`src/rtl/i2c_rcv_pkg.sv`:
```
package i2c_rcv_pkg;
  typedef enum logic [3:0] {
    ST_IDLE,
    ST_CLEAR,
    ST_POLL,
    ST_POLL_WAIT,
    ST_CHECK,
    ST_SCL_LO,
    ST_SCL_HI,
    ST_START,
    ST_STOP
  } rcv_state_e;
endpackage

```
`src/rtl/rcv_sync.sv`:
```
module rcv_sync #(
  parameter int          WIDTH   = 2,
  parameter int          STAGES  = 2,
  parameter logic [WIDTH-1:0] RST_VAL = '1
) (
  input  logic             clk_i,
  input  logic             rst_ni,
  input  logic [WIDTH-1:0] d_i,
  output logic [WIDTH-1:0] q_o
);
  logic [WIDTH-1:0] stage_q [STAGES];

  for (genvar s = 0; s < STAGES; s++) begin : g_stage
    if (s == 0) begin : g_first
      always_ff @(posedge clk_i or negedge rst_ni)
        if (!rst_ni) stage_q[s] <= RST_VAL;
        else         stage_q[s] <= d_i;
    end else begin : g_next
      always_ff @(posedge clk_i or negedge rst_ni)
        if (!rst_ni) stage_q[s] <= RST_VAL;
        else         stage_q[s] <= stage_q[s-1];
    end
  end

  assign q_o = stage_q[STAGES-1];
endmodule

```
`src/rtl/rcv_timer.sv`:
```
// Interval timer: a start loads ticks_i; expire_o is high in the last cycle
// of a ticks_i*TICK_DIV cycle window.
module rcv_timer #(
  parameter int TICK_DIV = 100,
  parameter int CNT_W    = 10
) (
  input  logic             clk_i,
  input  logic             rst_ni,
  input  logic             start_i,
  input  logic [CNT_W-1:0] ticks_i,
  output logic             expire_o
);
  localparam int PRE_W = (TICK_DIV > 1) ? $clog2(TICK_DIV) : 1;
  localparam logic [PRE_W-1:0] PRE_TOP = PRE_W'(TICK_DIV - 1);

  logic             run_q;
  logic [PRE_W-1:0] pre_q;
  logic [CNT_W-1:0] cnt_q;

  always_ff @(posedge clk_i or negedge rst_ni) begin
    if (!rst_ni) begin
      run_q <= 1'b0;
      pre_q <= '0;
      cnt_q <= '0;
    end else if (start_i) begin
      run_q <= 1'b1;
      pre_q <= PRE_TOP;
      cnt_q <= ticks_i;
    end else if (run_q) begin
      if (pre_q == '0) begin
        pre_q <= PRE_TOP;
        cnt_q <= cnt_q - 1'b1;
        if (cnt_q == CNT_W'(1)) run_q <= 1'b0;
      end else begin
        pre_q <= pre_q - 1'b1;
      end
    end
  end

  assign expire_o = run_q && (pre_q == '0) && (cnt_q == CNT_W'(1));

  assert_start_nonzero_R5: assert property (@(posedge clk_i) disable iff (!rst_ni)
    start_i |-> (ticks_i != '0));
  assert_run_count_live_R7: assert property (@(posedge clk_i) disable iff (!rst_ni)
    run_q |-> (cnt_q != '0));
endmodule

```
`src/rtl/i2c_bus_recover.sv`:
```
module i2c_bus_recover
  import i2c_rcv_pkg::*;
#(
  parameter int TICK_DIV   = 100,
  parameter int POLL_MAX   = 10,
  parameter int POLL_GAP_T = 500,
  parameter int HALF_T     = 100,
  parameter int PULSE_MAX  = 10,
  parameter int START_T    = 1000,
  parameter int STOP_T     = 1000
) (
  input  logic clk_i,
  input  logic rst_ni,
  input  logic req_i,
  input  logic pending_i,
  input  logic scl_i,
  input  logic sda_i,
  output logic scl_oe_o,
  output logic sda_oe_o,
  output logic soft_rst_o,
  output logic clr_status_o,
  output logic done_o,
  output logic fail_o
);
  localparam int MAX_T1 = (POLL_GAP_T > HALF_T) ? POLL_GAP_T : HALF_T;
  localparam int MAX_T2 = (START_T > STOP_T) ? START_T : STOP_T;
  localparam int MAX_T  = (MAX_T1 > MAX_T2) ? MAX_T1 : MAX_T2;
  localparam int TW     = $clog2(MAX_T + 1);
  localparam int PLW    = $clog2(POLL_MAX + 1);
  localparam int PUW    = $clog2(PULSE_MAX + 1);

  rcv_state_e     st_q, st_d;
  logic [PLW-1:0] poll_q;
  logic [PUW-1:0] pulse_q;
  logic           fail_q, done_q;
  logic           t_start, t_exp;
  logic [TW-1:0]  t_ticks;
  logic [1:0]     lines_s;
  logic           bus_free;

  rcv_sync #(.WIDTH(2), .STAGES(2), .RST_VAL(2'b11)) i_sync (
    .clk_i  (clk_i),
    .rst_ni (rst_ni),
    .d_i    ({scl_i, sda_i}),
    .q_o    (lines_s)
  );

  rcv_timer #(.TICK_DIV(TICK_DIV), .CNT_W(TW)) i_timer (
    .clk_i    (clk_i),
    .rst_ni   (rst_ni),
    .start_i  (t_start),
    .ticks_i  (t_ticks),
    .expire_o (t_exp)
  );

  assign bus_free = &lines_s;

  always_comb begin
    st_d    = st_q;
    t_start = 1'b0;
    t_ticks = '0;
    unique case (st_q)
      ST_IDLE:  if (req_i) st_d = ST_CLEAR;
      ST_CLEAR: st_d = ST_POLL;
      ST_POLL: begin
        if (!pending_i || poll_q == PLW'(POLL_MAX - 1)) begin
          st_d = ST_CHECK;
        end else begin
          st_d    = ST_POLL_WAIT;
          t_start = 1'b1;
          t_ticks = TW'(POLL_GAP_T);
        end
      end
      ST_POLL_WAIT: if (t_exp) st_d = ST_POLL;
      ST_CHECK: begin
        t_start = 1'b1;
        if (bus_free || pulse_q == PUW'(PULSE_MAX)) begin
          st_d    = ST_START;
          t_ticks = TW'(START_T);
        end else begin
          st_d    = ST_SCL_LO;
          t_ticks = TW'(HALF_T);
        end
      end
      ST_SCL_LO: if (t_exp) begin
        st_d    = ST_SCL_HI;
        t_start = 1'b1;
        t_ticks = TW'(HALF_T);
      end
      ST_SCL_HI: if (t_exp) st_d = ST_CHECK;
      ST_START: if (t_exp) begin
        st_d    = ST_STOP;
        t_start = 1'b1;
        t_ticks = TW'(STOP_T);
      end
      ST_STOP: if (t_exp) st_d = ST_IDLE;
      default: st_d = ST_IDLE;
    endcase
  end

  always_ff @(posedge clk_i or negedge rst_ni) begin
    if (!rst_ni) begin
      st_q    <= ST_IDLE;
      poll_q  <= '0;
      pulse_q <= '0;
      fail_q  <= 1'b0;
      done_q  <= 1'b0;
    end else begin
      st_q   <= st_d;
      done_q <= (st_q == ST_STOP) && t_exp;
      if (st_q == ST_IDLE && req_i) fail_q <= 1'b0;
      if (st_q == ST_CLEAR) begin
        poll_q  <= '0;
        pulse_q <= '0;
      end
      if (st_q == ST_POLL && st_d == ST_POLL_WAIT) poll_q <= poll_q + 1'b1;
      if (st_q == ST_CHECK && st_d == ST_SCL_LO) pulse_q <= pulse_q + 1'b1;
      // limit reached with the bus still held
      if (st_q == ST_CHECK && !bus_free && pulse_q == PUW'(PULSE_MAX)) fail_q <= 1'b1;
    end
  end

  assign scl_oe_o     = (st_q == ST_SCL_LO);
  assign sda_oe_o     = (st_q == ST_START);
  assign soft_rst_o   = (st_q == ST_CHECK) || (st_q == ST_SCL_LO) || (st_q == ST_SCL_HI) ||
                        (st_q == ST_START) || (st_q == ST_STOP);
  assign clr_status_o = (st_q == ST_CLEAR);
  assign done_o       = done_q;
  assign fail_o       = fail_q;

  assert_clear_one_cycle_R2: assert property (@(posedge clk_i) disable iff (!rst_ni)
    clr_status_o |=> !clr_status_o);
  assert_poll_bound_R3: assert property (@(posedge clk_i) disable iff (!rst_ni)
    poll_q < PLW'(POLL_MAX));
  assert_lines_need_reset_R4: assert property (@(posedge clk_i) disable iff (!rst_ni)
    (scl_oe_o || sda_oe_o) |-> soft_rst_o);
  assert_pulse_bound_R6: assert property (@(posedge clk_i) disable iff (!rst_ni)
    pulse_q <= PUW'(PULSE_MAX));
  assert_start_scl_free_R7: assert property (@(posedge clk_i) disable iff (!rst_ni)
    sda_oe_o |-> !scl_oe_o);
  assert_done_single_R8: assert property (@(posedge clk_i) disable iff (!rst_ni)
    done_o |=> !done_o);
  assert_release_with_done_R8: assert property (@(posedge clk_i) disable iff (!rst_ni)
    $fell(soft_rst_o) |-> done_o);
  assert_busy_ignore_R9: assert property (@(posedge clk_i) disable iff (!rst_ni)
    (st_q != ST_IDLE && req_i) |=> (st_q != ST_CLEAR));
endmodule

```
`config.mk`:
```
export PLATFORM = sky130hd
export DESIGN_NAME = i2c_bus_recover
export DESIGN_NICKNAME = d
export VERILOG_FILES = /design/src/rtl/i2c_rcv_pkg.sv /design/src/rtl/rcv_sync.sv /design/src/rtl/rcv_timer.sv /design/src/rtl/i2c_bus_recover.sv
export SDC_FILE = /design/constraint.sdc
export NUM_CORES = 1
export LEC_CHECK = 0
export BUFFER_PORTS_ARGS = -buffer_cell sky130_fd_sc_hd__buf_2
export CAP_MARGIN = 20
export CORE_ASPECT_RATIO = 1.75
export CORE_MARGIN = 1
export CORE_UTILIZATION = 55
export DETAILED_ROUTE_END_ITERATION = 8
export PLACE_DENSITY_LB_ADDON = 0.2
export SYNTH_ARGS = -nofsm -noshare
export SYNTH_HDL_FRONTEND = slang
export SYNTH_SLANG_ARGS = --single-unit
```
`constraint.sdc`:
```
create_clock -name clk_i -period 2.94 [get_ports clk_i]
set_clock_uncertainty 0.15 [all_clocks]
set_input_delay 0.735 -clock clk_i [delete_from_list [all_inputs] [get_ports clk_i]]
set_output_delay 0.735 -clock clk_i [all_outputs]
set_load 0.05 [all_outputs]
```
==> results of run 1 <==
[worst max-delay path, stage by stage, from the launching register on]
cell and delay (ps):
dfrtp_1 430, nor4_1 470, nand3_1 240, o311ai_0 860, or4_1 260, o211ai_2 90
[sequential cells by signal (all words and copies together) (netlist names), 2 cells and up]
| name | count |
|---|---|
| i_timer.pre_q | 7 |
| i_sync.stage_q | 2 |
| i_timer.cnt_q | 10 |
| i_sync.q_o | 2 |
| pulse_q | 4 |
| poll_q | 4 |
| st_q | 4 |
[synthesized netlist by cell type, drive strengths merged (4+ instances only)]
cell and count:
nand2 24, dfstp 4, nor3 4, nand3 13
dfrtp 32, or4 5, xnor2 6, nand3b 4
nor2 15, buf 4, nor4 4, clkbuf 5
nor4b 4, a21oi 9, inv 12, ha 8
nand4 4, o21ai 21
[path summary, 6_finish.rpt]
check / start / endpoint / slack, ps
min in group asynchronous: rst_ni / done_o / 380
setup reg to reg: i_timer.pre_q[2] / i_timer.cnt_q[9] / 310
hold / removal: i_sync.stage_q[3] / i_sync.q_o[1] / 210
setup / recovery: i_timer.pre_q[2] / i_timer.cnt_q[9] / 310
max in group asynchronous: rst_ni / i_timer.cnt_q[2] / 1760
hold reg to reg: i_sync.stage_q[3] / i_sync.q_o[1] / 210
[layout make-up]
| class | instances | area (µm²) |
|---|---|---|
| tap | 45 | 56.3 |
| multi-input combinational | 162 | 1010 |
| timing repair buffer | 14 | 77.6 |
| inverter | 12 | 45.0 |
| clock buffer | 8 | 90.1 |
| sequential | 36 | 906 |
| fill | 299 | 1240 |
[stage by stage]
step | instance area, µm² | hold WS [ps] | std cells | setup slack, ps
after CTS | 2190 | 208 | 277 | 347
after floorplan | 2020 | 195 | 219 | 291
after global placement | 2100 | 195 | 269 | 524
final | 2190 | 207 | 277 | 310
after detailed placement | 2100 | 199 | 269 | 447
after global routing | 2190 | 210 | 277 | 111
[power by group through the flow]
stage                     Clock [W]  Combinational (W)  Sequential (W)
after floorplan                   0         0.00000114        0.000510
after global placement            0          0.0000145        0.000510
after detailed placement          0          0.0000151        0.000510
after CTS                  0.000365          0.0000151        0.000501
after global routing       0.000383          0.0000169        0.000501
final                      0.000354          0.0000146        0.000501
[cell families after synthesis]
group / after synthesis / synth area share, %
compound gates: 51 / 15.8
xor+xnor: 7 / 3.03
fa+ha+maj: 8 / 4.95
buf+inv: 21 / 5.07
flops: 36 / 44.8
mux: 1 / 0.557
simple gates: 95 / 25.9
[metal layers]
layer	vias to the layer above	share of wire, %	global-route usage, %
li1	811	-	-
met1	870	38	27.7
met2	57	56	48.8
met3	20	2.9	4.57
met4	0	3.8	14.2
met5	-	0	0
==> out/qor.txt, run 1 <==
status = completed
drt pass-1 iters = 5
Synth Flop Type = dfrtp_1
largest net degree at the start of global routing = 37
DR DRC count = 0
sequential cell area fraction in the yosys report = 44.8%
die area = 0.00393 mm²
Detail Route Antenna Nets = 0
worst skew pair latency = 280 ps
syn avg cell area = 9.24 µm²
Reg power frac = 57.6%
Area Growth Syn to Fin = 8.23%
Worst Tran Pin Value = 932 ps
Sw Ratio = 20.2%
Finished Core Util = 63.8%
WS Path Type = register to register
Worst R2R Path Depth = 5
Syn Inst Count = 219
initial core utilization = 58.9%
hold_buf cts = 0
static leakage = 0.915 nW
number of port buffers = 11
die height = 82.2 µm
YS warnings = 0
Final Net Count = 245
share of post-route cells with drive strength above 1 = 12.5%
pwr dens = 397 mW/mm²
htree depth = 2
CTS resizes = 0
initial antenna violation count = 0
Tot GR Track Use = 27.0%
Hold WC Path Type = register to register
TritonCTS clock tree = done
Die Wd = 47.8 µm
fin crit share = 89.5%
Worst Setup End Kind = register
Setup-failing EPs final = 0
commonest non-fill, non-tap cell in the layout = dfrtp_1
EDFF count, synth = 0
Rel. slew slack = 37.0%
syn nets = 233
Combinational Power Share = 1.7%
starting DRC count in detailed routing = 49
f_max = 380 MHz
first-pass GRT wire length = 7.47 mm
Tmin final = 2630 ps
Synth area leaders = dfrtp_1 40%, dfstp_2 5.2%, o21ai_0 5.2%
post-synth top area share = 39.6%
Yosys cell types = 47
worst-case vdd ir drop = 0.373 mV
grt total ovfl = 0
Arr. time, crit path = 2620 ps
ys async rst share = 100%
Ant. Diodes = 0
top-level I/O count = 12
clock sink total = 36
Longest Clk Path Bufs = 2
Clk pin slew, worst setup/hold paths = 70 ps
RSZ-0062 raised after global routing = false
final WL = 4.72 mm
Max-Cap Viols = 0
Post-DP HPWL = 3.54 mm
Yosys top cell by area = dfrtp_1
via count = 1758
number of synthesized register bits = 36
setup TNS = 0 ps
Clk pwr share = 40.7%
Slew Limit Fails = 0
most frequent cells in the layout = 32 x dfrtp_1, 24 x nand2_1, 21 x o21ai_0
row cnt = 28
Critical Path Start Type = register
post-CTS setup buffer count = 0
WL/cell = 17.0 µm
CTS root buf = clkbuf_8
worst-path maximum fanout = 6
net switching power = 0.000176 W
WHS Path Cells = 0
Final Power = 0.000870 W
vias in the first global route = 1686
Internal = 0.000694 W
Post-Syn Area = 0.00202 mm²
Core ar. = 0.00343 mm²
Worst EP required = 2930 ps
final hold vios = 0
vias per cell = 6.35
CTS Buf Count = 5
routability cong. = 0.894
(Power assumes the default switching activity.)
==> inputs of run 2 (changes only) <==
REMOVE_ABC_BUFFERS = 1   (was default)
==> run 2 against run 1 <==
Against the previous run:
- sequential power about the same
- sequential share of layout area decreased by 0.071 points
- design area increased by 0.17%
- final cell count unchanged
- maximum frequency increased by 2.0%
- critical path depth decreased by 1
- via count decreased by 3.9%
- clock power increased by 5%
- register-to-register slack improved by 80 ps
- critical endpoint is now clr_status_o
- largest cell class unchanged
==> out/qor.txt, run 2 (synthesis gave the netlist of run 1 again) <==
vias in the first global route = 1622
filler cell count = 322
worst-path maximum fanout = 11
slowest stage delay, CP = 490 ps
row cnt = 28
hold_buf cts = 0
Worst EP required = 2060 ps
Crit. Startpoint = st_q[2]
FF-to-FF End = i_timer.cnt_q[9]
top-level I/O count = 12
HP Start = i_sync.stage_q[3]
static leakage = 0.914 nW
max FFs per register = 10
worst-case vdd ir drop = 0.496 mV
Die Wd = 47.8 µm
Worst Tran Pin Value = 839 ps
Longest Clk Path Bufs = 2
worst reg2reg startpoint = i_timer.pre_q[2]
RSZ-0062 raised after global routing = false
setup TNS = 0 ps
Slew Limit Fails = 0
fin area = 0.00219 mm²
WL/cell = 16.6 µm
commonest non-fill, non-tap cell in the layout = dfrtp_1
Ant. Diodes = 0
Area Growth Syn to Fin = 8.41%
worst skew pair latency = 290 ps
Combinational Power Share = 1.6%
net switching power = 0.000192 W
placed insts = 269
crit-path cells = nor2_1 > nand3_1 > inv_1 > buf_2
Final Net Count = 245
DR DRC count = 0
Internal = 0.000693 W
reg2reg setup slack = 390 ps
Clk pin slew, worst setup/hold paths = 70 ps
Core ar. = 0.00343 mm²
starting DRC count in detailed routing = 52
sequential cell area = 906 µm²
dpl ws = 451 ps
Detail Route Antenna Nets = 0
TritonCTS clock tree = done
Final Power = 0.000885 W
placed inst area = 0.00210 mm²
via count = 1690
number of port buffers = 11
WS Path Type = register to output pin
Multi-input gate area = 0.00101 mm²
clock sink total = 36
die area = 0.00393 mm²
pwr dens = 403 mW/mm²
largest reg by FF count = i_timer.cnt_q
drt pass-1 iters = 4
Worst Setup End Kind = output pin
Arr. time, crit path = 1690 ps
initial antenna violation count = 0
final WL = 4.60 mm
Post-DP HPWL = 3.39 mm
vias per cell = 6.10
fin crit share = 87.7%
CTS root buf = clkbuf_8
CTS resizes = 0
CTS Buf Count = 5
final hold vios = 0
grt total ovfl = 0
non-filler instance count after layout = 277
largest net degree at the start of global routing = 37
most frequent cells in the layout = 32 x dfrtp_1, 24 x nand2_1, 21 x o21ai_0
routability cong. = 0.925
Regs by FF count = i_timer.cnt_q: 10 flops, i_timer.pre_q: 7 flops
status = completed
Tot GR Track Use = 25.7%
share of post-route cells with drive strength above 1 = 12.9%
Max-Cap Viols = 0
htree depth = 2
initial core utilization = 58.9%
Slowest cell on crit path = dfrtp_1
critical path buffer and inverter count = 2
first-pass GRT wire length = 7.02 mm
setup ws final = 362 ps
Critical Path Start Type = register
hold endpoint = i_sync.q_o[1]
Reg power frac = 56.6%
Tmin final = 2580 ps
post-CTS setup buffer count = 0
WHS Path Cells = 0
Clk pwr share = 41.8%
f_max = 388 MHz
Worst R2R Path Depth = 5
Rel. slew slack = 43.3%
Setup-failing EPs final = 0
Hold WC Path Type = register to register
Sw Ratio = 21.7%
die height = 82.2 µm
Top delay family on crit path = simple AND/OR/NAND/NOR gates
-- run 2: worst register-to-register path, delay by kind of cell, from the launching register on --
family,cells,cell delay [ps]
compound gates,2,850
flops,1,440
simple gates,3,960
-- run 2: metrics by stage --
| stage | utilization (%) | hold WS [ps] |
|---|---|---|
| 6_report | 63.9 | 209 |
| 2_1_floorplan | - | 195 |
| 4_1_cts | 63.9 | 211 |
| 3_3_place_gp | 61.2 | 196 |
| 5_1_grt | 63.9 | 216 |
| 3_5_place_dp | 61.2 | 200 |
-- run 2: worst max path at each step --
| stage | to | cells past startpoint |
|---|---|---|
| after floorplan | soft_rst_o | 2 |
| after global placement | i_timer.cnt_q[9] | 5 |
| after detailed placement | i_timer.cnt_q[9] | 5 |
| after CTS | clr_status_o | 4 |
| after global routing | clr_status_o | 4 |
| final | clr_status_o | 4 |
-- run 2: final cells by class --
type	count	area share (%)
clock buffer	7	3.94
timing repair buffer	14	3.54
tap	45	2.57
multi-input combinational	162	46.3
clock inverter	1	0.342
inverter	12	2.05
sequential	36	41.3
-- run 2: per-layer routing --
metal  part of all wire, %  wire, µm  vias up  track usage (%)
met2                    54      2470       26             44.9
met5                     0         0        -                0
met3                   2.0        90       18             4.13
met1                    40      1840      834             25.9
li1                      -         -      812                -
met4                   4.3       199        0             17.5
-- run 2: power groups by stage --
stage	logic, W	clock network (W)	registers [W]
2_1_floorplan	0.00000114	0	0.000510
3_3_place_gp	0.0000141	0	0.000510
3_5_place_dp	0.0000150	0	0.000510
4_1_cts	0.0000149	0.000379	0.000501
5_1_grt	0.0000170	0.000391	0.000501
6_report	0.0000143	0.000370	0.000501
==> inputs of run 3 (changes only) <==
--- a/config.mk
+++ b/config.mk
@@ -12,2 +12,3 @@
 export CORE_UTILIZATION = 55
+export CTS_CLUSTER_SIZE = 25
 export DETAILED_ROUTE_END_ITERATION = 8
==> constraint.sdc (replaced) <==
create_clock -name clk_i -period 2.94 [get_ports clk_i]
set_clock_uncertainty 0.15 [all_clocks]
set_input_delay 0.588 -clock clk_i [delete_from_list [all_inputs] [get_ports clk_i]]
set_output_delay 0.588 -clock clk_i [all_outputs]
set_load 0.05 [all_outputs]
==> run 3 against run 2 <==
Against the previous run:
- register-to-register slack better by 130 ps
- wire length down 3.1%
- non-clock buffer count up 1
- sequential power about the same
- global-route usage down 0.11 points
- critical endpoint unchanged
- combinational power about the same
- sequential share of layout area down 0.47 points
- power up 6.6%
- critical path type unchanged
- final cell count up 0.36%
==> out/qor.txt, run 3 (synthesis gave the netlist of run 1 again) <==
WHS Path Cells = 0
reg2reg setup slack = 520 ps
Worst R2R Path Depth = 7
via count = 1704
Critical Path Start Type = register
largest net degree at the start of global routing = 37
largest reg by FF count = i_timer.cnt_q
setup ws final = 496 ps
status = completed
hold_ws = 201 ps
Area Growth Syn to Fin = 9.65%
first-pass GRT wire length = 7.08 mm
final hold vios = 0
Sw Ratio = 20.1%
Setup-failing EPs final = 0
Regs by FF count = i_timer.cnt_q: 10 flops, i_timer.pre_q: 7 flops
filler cell count = 309
RSZ-0062 raised after global routing = false
worst-path maximum fanout = 11
drt pass-1 iters = 4
row cnt = 28
TritonCTS clock tree = done
hold_buf cts = 0
f_max = 409 MHz
grt total ovfl = 0
worst reg2reg startpoint = i_timer.cnt_q[1]
Final Net Count = 246
die height = 82.2 µm
top-level I/O count = 12
static leakage = 0.928 nW
Worst Setup End Kind = output pin
most frequent cells in the layout = 32 x dfrtp_1, 24 x nand2_1, 21 x o21ai_0
Clk pin slew, worst setup/hold paths = 80 ps
vias per cell = 6.13
Combinational Power Share = 1.5%
Reg power frac = 53.1%
net switching power = 0.000190 W
hold endpoint = i_sync.q_o[1]
Longest Clk Path Bufs = 2
sequential cell area = 906 µm²
Worst EP required = 2200 ps
Clk pwr share = 45.4%
Tmin final = 2440 ps
Multi-input gate area = 0.00101 mm²
Post-DP HPWL = 3.33 mm
routability cong. = 0.931
Arr. time, crit path = 1710 ps
Worst Tran Pin Value = 782 ps
Ant. Diodes = 0
WS Path Type = register to output pin
pwr dens = 425 mW/mm²
Core ar. = 0.00343 mm²
dpl ws = 550 ps
Max-Cap Viols = 0
share of post-route cells with drive strength above 1 = 13.7%
WL/cell = 16.0 µm
Tot GR Track Use = 25.6%
CTS resizes = 0
Internal = 0.000753 W
commonest non-fill, non-tap cell in the layout = dfrtp_1
setup TNS = 0 ps
Rel. slew slack = 47.9%
CTS Buf Count = 5
Hold WC Path Type = register to register
starting DRC count in detailed routing = 76
HP Start = i_sync.stage_q[3]
final WL = 4.45 mm
max FFs per register = 10
htree depth = 2
worst skew pair latency = 290 ps
fin crit share = 83.1%
vias in the first global route = 1631
DR DRC count = 0
Slew Limit Fails = 0
worst-case vdd ir drop = 0.465 mV
die area = 0.00393 mm²
initial core utilization = 58.9%
Detail Route Antenna Nets = 0
FF-to-FF End = i_timer.cnt_q[9]
initial antenna violation count = 0
Final Power = 0.000943 W
clock sink total = 36
Die Wd = 47.8 µm
number of port buffers = 11
CTS root buf = clkbuf_8
post-CTS setup buffer count = 0
run 3: changes by cell type in the layout (fill, tap and decap cells not counted):
cell	previous run	this run
buf_4	3	4
bufinv_16	0	1
clkbuf_1	1	0
clkbuf_8	6	5
clkinv_2	0	1
run 3: through the flow:
| step | area (µm²) | utilization [%] | std cells |
|---|---|---|---|
| global route | 2220 | 64.6 | 278 |
| floorplan | 1970 | - | 210 |
| detailed placement | 2110 | 61.4 | 270 |
| finish | 2220 | 64.6 | 278 |
| global placement | 2110 | 61.4 | 270 |
| CTS | 2220 | 64.6 | 278 |
run 3: worst max-delay path, cell delays in order (launching register included):
cell and delay [ps]:
dfrtp_1 500, nor2_1 250, nand3_1 300, inv_1 110, buf_2 260
run 3: worst max path at each step:
stage / from / endpoint / slack [ps]
after floorplan: st_q[2] / soft_rst_o / 560
after global placement: i_timer.pre_q[2] / i_timer.cnt_q[9] / 630
after detailed placement: i_timer.cnt_q[1] / i_timer.cnt_q[9] / 550
after CTS: st_q[2] / clr_status_o / 490
after global routing: i_timer.pre_q[2] / i_timer.cnt_q[3] / 310
final: st_q[2] / clr_status_o / 500
run 3: per-layer routing:
metal | GRT usage (%) | part of all wire [%]
met5 | 0 | 0
met4 | 13.6 | 2.9
met3 | 5.00 | 3.8
met1 | 26.7 | 38
met2 | 45.1 | 55
run 3: final cells by class:
class,instances,area share [%]
Inverter,12,2.03
Timing Repair Buffer,15,3.84
Clock inverter,3,1.92
Multi-Input combinational cell,162,45.7
Clock buffer,5,3.10
Tap cell,45,2.54
Sequential cell,36,40.8
run 3: power by group through the flow:
stage	registers, W	clock network (W)	logic (W)
after floorplan	0.000510	0	0.00000114
after global placement	0.000510	0	0.0000141
after detailed placement	0.000510	0	0.0000147
after CTS	0.000501	0.000438	0.0000147
after global routing	0.000501	0.000456	0.0000167
final	0.000501	0.000428	0.0000140
